$ cat config.mk
export PLATFORM = sky130hd
export DESIGN_NAME = bkpt_skip_gate
export DESIGN_NICKNAME = d
export VERILOG_FILES = /design/src/rtl/bkpt_skip_pkg.sv /design/src/rtl/bkpt_rise_detect.sv /design/src/rtl/bkpt_skip_ctrl.sv /design/src/rtl/bkpt_req_stage.sv /design/src/rtl/bkpt_skip_gate.sv
export SDC_FILE = /design/constraint.sdc
export NUM_CORES = 1
export LEC_CHECK = 0
export BUFFER_PORTS_ARGS = -buffer_cell sky130_fd_sc_hd__buf_4
export CAP_MARGIN = 20
export CORE_AREA = 2 2 39 41
export CTS_BUF_LIST = sky130_fd_sc_hd__clkbuf_8
export DETAILED_ROUTE_END_ITERATION = 10
export DIE_AREA = 0 0 41 43
export HOLD_SLACK_MARGIN = 0.12
export SLEW_MARGIN = 20
export SYNTH_ARGS = -nofsm -noshare
export SYNTH_HDL_FRONTEND = slang
export SYNTH_SLANG_ARGS = --single-unit
$ cat constraint.sdc
create_clock -name clk -period 0.87 [get_ports clk]
set_input_delay 0.1305 -clock clk [delete_from_list [all_inputs] [get_ports clk]]
set_output_delay 0.1305 -clock clk [all_outputs]
set_load 0.02 [all_outputs]
$ cat src/rtl/bkpt_skip_pkg.sv
package bkpt_skip_pkg;

    typedef struct packed {
        logic hit;       // valid fetch with comparator match
        logic from_cnt;  // match produced by a counter
    } fetch_hit_t;

    typedef struct packed {
        logic wr;
        logic data;
    } ctl_wr_t;

    function automatic logic skippable(fetch_hit_t h);
        return h.hit && !h.from_cnt;
    endfunction

endpackage

$ cat src/rtl/bkpt_rise_detect.sv
module bkpt_rise_detect (
    input  logic clk,
    input  logic rst,
    input  logic level,
    output logic rise
);
    logic level_q;

    always_ff @(posedge clk) begin
        if (rst) level_q <= 1'b0;
        else     level_q <= level;
    end

    assign rise = level && !level_q;
endmodule

$ cat src/rtl/bkpt_skip_ctrl.sv
module bkpt_skip_ctrl
    import bkpt_skip_pkg::*;
(
    input  logic       clk,
    input  logic       rst,
    input  fetch_hit_t hit,
    input  ctl_wr_t    wr,
    input  logic       hw_enable,
    output logic       skip_bit,
    output logic       suppress
);
    logic skip_q, pend_q, wr_seen_q;
    logic skip_n, pend_n, enable_evt;

    assign suppress   = skippable(hit) && pend_q && skip_q;
    assign enable_evt = (wr.wr && !wr_seen_q) || hw_enable;

    always_comb begin
        if (wr.wr)         skip_n = wr.data;
        else if (suppress) skip_n = 1'b0;
        else               skip_n = skip_q;

        if (enable_evt)    pend_n = skip_n;
        else if (suppress) pend_n = 1'b0;
        else               pend_n = pend_q;
    end

    always_ff @(posedge clk) begin
        if (rst) begin
            skip_q    <= 1'b0;
            pend_q    <= 1'b0;
            wr_seen_q <= 1'b0;
        end else begin
            skip_q    <= skip_n;
            pend_q    <= pend_n;
            wr_seen_q <= wr_seen_q | wr.wr;
        end
    end

    assign skip_bit = skip_q;
endmodule

$ cat src/rtl/bkpt_req_stage.sv
module bkpt_req_stage
    import bkpt_skip_pkg::*;
(
    input  logic       clk,
    input  logic       rst,
    input  fetch_hit_t hit,
    input  logic       suppress,
    output logic       req
);
    always_ff @(posedge clk) begin
        if (rst) req <= 1'b0;
        else     req <= hit.hit && !suppress;
    end
endmodule

$ cat src/rtl/bkpt_skip_gate.sv
module bkpt_skip_gate
    import bkpt_skip_pkg::*;
(
    input  logic clk,
    input  logic rst,
    input  logic fetch_valid,
    input  logic cmp_hit,
    input  logic cmp_from_cnt,
    input  logic ctl_wr_en,
    input  logic ctl_wr_skip,
    input  logic recov_flag,
    input  logic masked_sel,
    output logic brk_req,
    output logic skip_bit
);
    fetch_hit_t hit;
    ctl_wr_t    wr;
    logic       recov_rise, suppress;

    assign hit.hit      = fetch_valid && cmp_hit;
    assign hit.from_cnt = cmp_from_cnt;
    assign wr.wr        = ctl_wr_en;
    assign wr.data      = ctl_wr_skip;

    bkpt_rise_detect u_rise (
        .clk   (clk),
        .rst   (rst),
        .level (recov_flag),
        .rise  (recov_rise)
    );

    bkpt_skip_ctrl u_ctrl (
        .clk       (clk),
        .rst       (rst),
        .hit       (hit),
        .wr        (wr),
        .hw_enable (recov_rise && masked_sel),
        .skip_bit  (skip_bit),
        .suppress  (suppress)
    );

    bkpt_req_stage u_req (
        .clk      (clk),
        .rst      (rst),
        .hit      (hit),
        .suppress (suppress),
        .req      (brk_req)
    );
endmodule

==> results.json, run 1 <==
{
  "ys_types": 13,
  "cts_num_sinks": 5,
  "worstHoldStart": "rst",
  "clock_skew_ps": 1.22,
  "fin_crit_sh_pct": 96.6,
  "clkTransAtPathRegs_ps": 40,
  "die_area_sq_mm": 0.00176,
  "grt_pass1_vias": 197,
  "yosysTopAreaCell": "dfxtp_1",
  "critical-path-top-delay-family": "flip-flops",
  "final.setup.tns_ps": 0,
  "cp.required_ps": 740,
  "drv_cap": 0,
  "num_rows": 14,
  "fin_nets": 47,
  "insertion_delay_ps": 220,
  "fp.dieW_um": 41,
  "hold_buffers": 1,
  "relSlewSlack_pct": 87.4,
  "cts_tree": "yes",
  "start_util_pct": 14.7,
  "layout.cells.non_filler": 53,
  "routed_wl_um": 479,
  "drt_iter0_drc": 4,
  "grtUsageTotal_pct": 7.04,
  "seq_area_frac_synth_pct": 49.1,
  "placed_area_sq_um": 307,
  "layout-drive-gt1-share_pct": 48.6,
  "slowest_delay_ps": 350,
  "setup_viol": 0,
  "grt_max_degree": 5,
  "crit_chain": "buf_4",
  "syn-cell-area_sq_um": 204,
  "synth_common_cells": "5 x dfxtp_1, 3 x nor2_1, 2 x nand4b_1, 2 x nor2b_1",
  "start_kind": "register",
  "peakVddDrop_uv": 1010,
  "crit_start": "u_ctrl.skip_bit$_SDFF_PP0_",
  "numCtsBuffers": 3,
  "p_per_area_mw_per_mm2": 2020,
  "die_h_um": 43,
  "place.gp.congestion": 0.684,
  "synth_seq_cells": 5,
  "grt_setup_unrepaired": "false",
  "worstSetupPathType": "register to output pin",
  "avgSynthCellArea_sq_um": 9.71,
  "tightest_slew_ps": 187,
  "post_cts_buffers": 0,
  "slowest_stage": "dfxtp_2",
  "antenna_found_initial": 0,
  "status": "completed",
  "critPathBufInv": 1,
  "n_antenna_cell": 0,
  "syn_to_final_growth_pct": 84.7,
  "worst_r2r_path_depth": 3,
  "fmax_mhz": 1190,
  "synth.top_cell.area_share_pct": 49.1,
  "vias": 205,
  "overflow": 0,
  "cp_max_fo": 4,
  "coreArea_sq_mm": 0.00138,
  "slew_violations": 0,
  "firstDrtPassIters": 2,
  "wl_per_cell_um": 9.04,
  "r2r-end": "u_ctrl.pend_q$_SDFFE_PP0P_",
  "ys.flop_type": "dfxtp_1",
  "p_leak_nw": 0.163,
  "synth.most_common_cell": "dfxtp_1",
  "yosys-top-cells-area": "dfxtp_1 49%, nand4b_1 8.6%, a22oi_2 6.1%",
  "hold_path_class": "input pin to register",
  "final_antenna_net_count": 0,
  "reg2reg_from": "u_ctrl.skip_bit$_SDFF_PP0_",
  "htreeDepth": 1,
  "hold_viol": 0,
  "rrSetupSlack_ps": 30,
  "dp_hpwl_um": 352,
  "arrival_ps": 710,
  "layout_min_cycle_time_ps": 841,
  "io_pins": 11,
  "placed_cells": 48,
  "synth_edf_count": 0,
  "stdcell_area_sq_um": 377,
  "critPathCaptureType": "output pin",
  "cp-endpoint": "skip_bit",
  "grt_first_pass_wirelength_um": 759,
  "syn_inst": 21,
  "cts_root_buf": "clkbuf_8",
  "synth_fp_nets": 30,
  "viasPerCell": 3.87,
  "drc": 0,
  "async_reset_ff_share_pct": 0,
  "crit_cells": 1,
  "yosys_warnings": 0,
  "clockBufferDepth": 2,
  "port_buffers": 10
}
[where the power goes]
| group | switching (W) | leakage (nW) | internal (W) | total [W] |
|---|---|---|---|---|
| Combinational | 0.0000380 | 0.0948 | 0.0000550 | 0.0000930 |
| Sequential | 0.00000599 | 0.0417 | 0.000244 | 0.000250 |
| Clock | 0.000115 | 0.0269 | 0.000303 | 0.000417 |
| Total | 0.000159 | 0.163 | 0.000602 | 0.000761 |
[timing repair]
item / in CTS / in global routing
pin swaps: 0 / 2
endpoints found under the hold margin: 3 / 1
setup endpoints to repair: 1 / 1
resized for setup: 1 / 3
[area by class of cell]
cell class / instances / area (sq um)
Fill cell: 144 / 1010
Inverter: 1 / 3.75
Multi-Input combinational cell: 15 / 114
Sequential cell: 5 / 101
Clock buffer: 3 / 41.3
Timing Repair Buffer: 12 / 92.6
Clock inverter: 1 / 3.75
Tap cell: 16 / 20.0
[state kept, by name (all words and copies together), names as in the netlist]
| register | count |
|---|---|
| u_ctrl.pend_q | 1 |
| u_ctrl.skip_bit | 1 |
| u_ctrl.wr_seen_q | 1 |
| u_req.req | 1 |
| u_rise.level_q | 1 |
[how the worst min path moves through the flow]
stage                                            to  slack, ps  cells after the start
after CTS                      u_req.req$_SDFF_PP0_        100                      2
final                          u_req.req$_SDFF_PP0_        100                      2
after detailed placement  u_rise.level_q$_SDFF_PP0_        350                      2
after floorplan           u_rise.level_q$_SDFF_PP0_        200                      1
after global routing           u_req.req$_SDFF_PP0_        110                      2
after global placement    u_rise.level_q$_SDFF_PP0_        350                      2
[cell usage in the layout (no fill, tap or decap)]
cell type / count
inv_1: 2
nand4_1: 1
o22ai_2: 1
clkbuf_8: 3
nand4b_1: 2
nand3b_1: 1
a22oi_2: 1
dlygate4sd3_1: 1
nor2b_1: 1
nor2b_4: 1
nor2_1: 3
nand2b_1: 1
nand2_1: 1
a21o_1: 1
a311oi_1: 1
dfxtp_1: 4
buf_4: 11
dfxtp_2: 1
[kinds of logic (layout without fill, tap and decap cells)]
kind of cell	after synthesis	after routing	synth area share [%]
AO/OA/AOI/OAI	4	4	17.2
buffers and inverters	1	17	1.84
flip-flops	5	5	49.1
AND/OR/NAND/NOR	11	11	31.9
[metal layers]
metal | vias up | wire length [um] | GRT usage (%)
met5 | - | 0 | 0
met4 | 0 | 0 | 2.00
met3 | 0 | 67 | 7.85
met2 | 12 | 196 | 9.38
met1 | 85 | 215 | 7.10
li1 | 108 | - | -
[metrics by stage]
step | setup WS [ps] | hold WS (ps) | power [W] | utilization, %
finish | 29.2 | 105 | 0.000761 | 27.2
global route | 0.287 | 114 | 0.000807 | 27.2
detailed placement | 38.7 | 347 | 0.000336 | 22.2
CTS | 12.1 | 98.7 | 0.000765 | 26.2
floorplan | 0.625 | 202 | 0.000284 | -
global placement | 31.1 | 345 | 0.000335 | 22.2
Note: power is estimated with default switching activity, not from simulation.
==> inputs of run 2 (changes only) <==
--- a/config.mk
+++ b/config.mk
@@ -5,8 +5,9 @@
 export SDC_FILE = /design/constraint.sdc
 export NUM_CORES = 1
 export LEC_CHECK = 0
+export ABC_AREA = 1
 export BUFFER_PORTS_ARGS = -buffer_cell sky130_fd_sc_hd__buf_4
-export CAP_MARGIN = 20
+export CAP_MARGIN = 40
 export CORE_AREA = 2 2 39 41
 export CTS_BUF_LIST = sky130_fd_sc_hd__clkbuf_8
 export DETAILED_ROUTE_END_ITERATION = 10
==> constraint.sdc (replaced) <==
create_clock -name clk -period 0.9 [get_ports clk]
set_input_delay 0.135 -clock clk [delete_from_list [all_inputs] [get_ports clk]]
set_output_delay 0.135 -clock clk [all_outputs]
set_load 0.02 [all_outputs]
==> results.json, run 2 <==
{
  "seq_area_frac_synth_pct": 47.6,
  "slowest_delay_ps": 350,
  "status": "completed",
  "critPathCaptureType": "output pin",
  "die_area_sq_mm": 0.00176,
  "numCtsBuffers": 3,
  "slew_violations": 0,
  "fin_nets": 57,
  "synth_seq_cells": 5,
  "layout_commonest_cell": "buf_4",
  "cts_root_buf": "clkbuf_8",
  "arrival_ps": 720,
  "grt_pass1_vias": 172,
  "crit_chain": "buf_4",
  "critPathBufInv": 1,
  "netSwitchingFraction_pct": 20.2,
  "cts_num_sinks": 5,
  "syn_inst": 32,
  "worstHoldStart": "recov_flag",
  "yosysTopAreaCell": "dfxtp_1",
  "clkTransAtPathRegs_ps": 30,
  "overflow": 0,
  "yosys_warnings": 0,
  "clockBufferDepth": 2,
  "antenna_found_initial": 0,
  "fp.dieW_um": 41,
  "synth.top_cell.area_share_pct": 47.6,
  "hold_viol": 0,
  "async_reset_ff_share_pct": 0,
  "dp_hpwl_um": 335,
  "start_util_pct": 15.2,
  "wl_per_cell_um": 6.97,
  "syn_to_final_growth_pct": 72.0,
  "drc": 0,
  "setup_ws_ps": 48.5,
  "p_per_area_mw_per_mm2": 1990,
  "grt_first_pass_wirelength_um": 627,
  "clock_skew_ps": 0.0837,
  "hold_path_class": "input pin to register",
  "start_kind": "register",
  "peakVddDrop_uv": 734,
  "placed_cells": 58,
  "n_antenna_cell": 0,
  "syn-cell-area_sq_um": 210,
  "relSlewSlack_pct": 92.3,
  "cp.required_ps": 760,
  "yosys-top-cells-area": "dfxtp_1 48%, nand2_1 14%, inv_1 13%",
  "viasPerCell": 3.57,
  "setup_viol": 0,
  "layout_min_cycle_time_ps": 852,
  "worstSetupPathType": "register to output pin",
  "layout-drive-gt1-share_pct": 31.9,
  "ys.flop_type": "dfxtp_1",
  "ys_types": 7,
  "firstDrtPassIters": 2,
  "grtUsageTotal_pct": 5.65,
  "synth.most_common_cell": "nand2_1",
  "num_rows": 14,
  "layout.cells.non_filler": 63,
  "coreArea_sq_mm": 0.00138,
  "drv_cap": 0,
  "synth_common_cells": "8 x nand2_1, 7 x inv_1, 6 x nor2_1, 5 x dfxtp_1, 3 x nand3_1",
  "p_leak_nw": 0.191,
  "tightest_slew_ps": 115,
  "place.gp.congestion": 0.706,
  "cp_max_fo": 3,
  "cts_tree": "yes",
  "pwr-share-clk_pct": 54.6,
  "crit_start": "u_ctrl.skip_bit$_SDFF_PP0_",
  "seqPwrFrac_pct": 33.9,
  "synth_edf_count": 0,
  "io_pins": 11,
  "fin_crit_sh_pct": 94.6,
  "avgSynthCellArea_sq_um": 6.57,
  "grt_max_degree": 5,
  "post_cts_buffers": 0,
  "vias": 225,
  "fmax_mhz": 1170,
  "routed_wl_um": 439,
  "die_h_um": 43,
  "final_cell_mix": "10 x buf_4, 8 x inv_1, 8 x nand2_1",
  "combPwrFrac_pct": 11.5,
  "netSwitchingPower_w": 0.000146,
  "slowest_stage": "dfxtp_1",
  "internal-power_w": 0.000575,
  "htreeDepth": 1,
  "insertion_delay_ps": 220,
  "drt_iter0_drc": 6,
  "critical-path-top-delay-family": "flip-flops",
  "reg2reg_from": "u_ctrl.pend_q$_SDFFE_PP0P_",
  "final_antenna_net_count": 0,
  "port_buffers": 10,
  "place_ws_ps": 63.8,
  "synth_fp_nets": 41
}
==> run 2: cell families after synthesis <==
logic type / count (synthesis) / synth area share, %
simple gates: 18 / 35.1
compound gates: 2 / 4.76
flops: 5 / 47.6
buf+inv: 7 / 12.5
==> run 2: power by group through the flow <==
| stage | registers, W | logic (W) | clock network, W |
|---|---|---|---|
| after global placement | 0.000246 | 0.0000788 | 0 |
| after global routing | 0.000245 | 0.0000934 | 0.000427 |
| after floorplan | 0.000251 | 0.0000327 | 0 |
| after detailed placement | 0.000247 | 0.0000798 | 0 |
| after CTS | 0.000243 | 0.0000839 | 0.000411 |
| final | 0.000244 | 0.0000828 | 0.000394 |
==> run 2: through the flow <==
step                      utilization (%)  instance area (sq um)  hold WS, ps  total power (W)  TNS, ps
after global routing                 26.1                    362          190         0.000766    -4.65
after floorplan                         -                    210          204         0.000283        0
after detailed placement             22.1                    305          329         0.000326        0
final                                26.1                    362          144         0.000721        0
after global placement               22.1                    305          323         0.000325        0
after CTS                            26.0                    360          144         0.000738        0
==> run 2: metal layers <==
metal | global-route usage, % | vias up | routed length, um
met3 | 6.28 | 0 | 68
met4 | 2.00 | 0 | 0
met5 | 0 | - | 0
li1 | - | 123 | -
met2 | 6.88 | 11 | 198
met1 | 6.19 | 91 | 172
==> run 2: worst paths after layout <==
path / end / slack [ps] / cells past startpoint
worst max-delay path: skip_bit / 50 / 1
worst min-delay path: u_rise.level_q$_SDFF_PP0_ / 140 / 3
worst min register to register: u_ctrl.wr_seen_q$_SDFF_PP0_ / 470 / 2
worst max register to register: u_ctrl.pend_q$_SDFFE_PP0P_ / 70 / 5
==> run 2: timing repair <==
action / in CTS / in global routing
hold buffers: 1 / 0
endpoints found under the hold margin: 3 / 0
gates resized for setup: 0 / 1
setup endpoints to repair: 0 / 1
==> run 2: cell type report <==
type / count / area [sq um]
clock inverters: 1 / 3.75
clock buffers: 3 / 41.3
repair buffers: 11 / 85.1
flip-flops and latches: 5 / 101
fillers: 157 / 1020
multi-input cells: 20 / 83.8
inverters: 7 / 26.3
well taps: 16 / 20.0
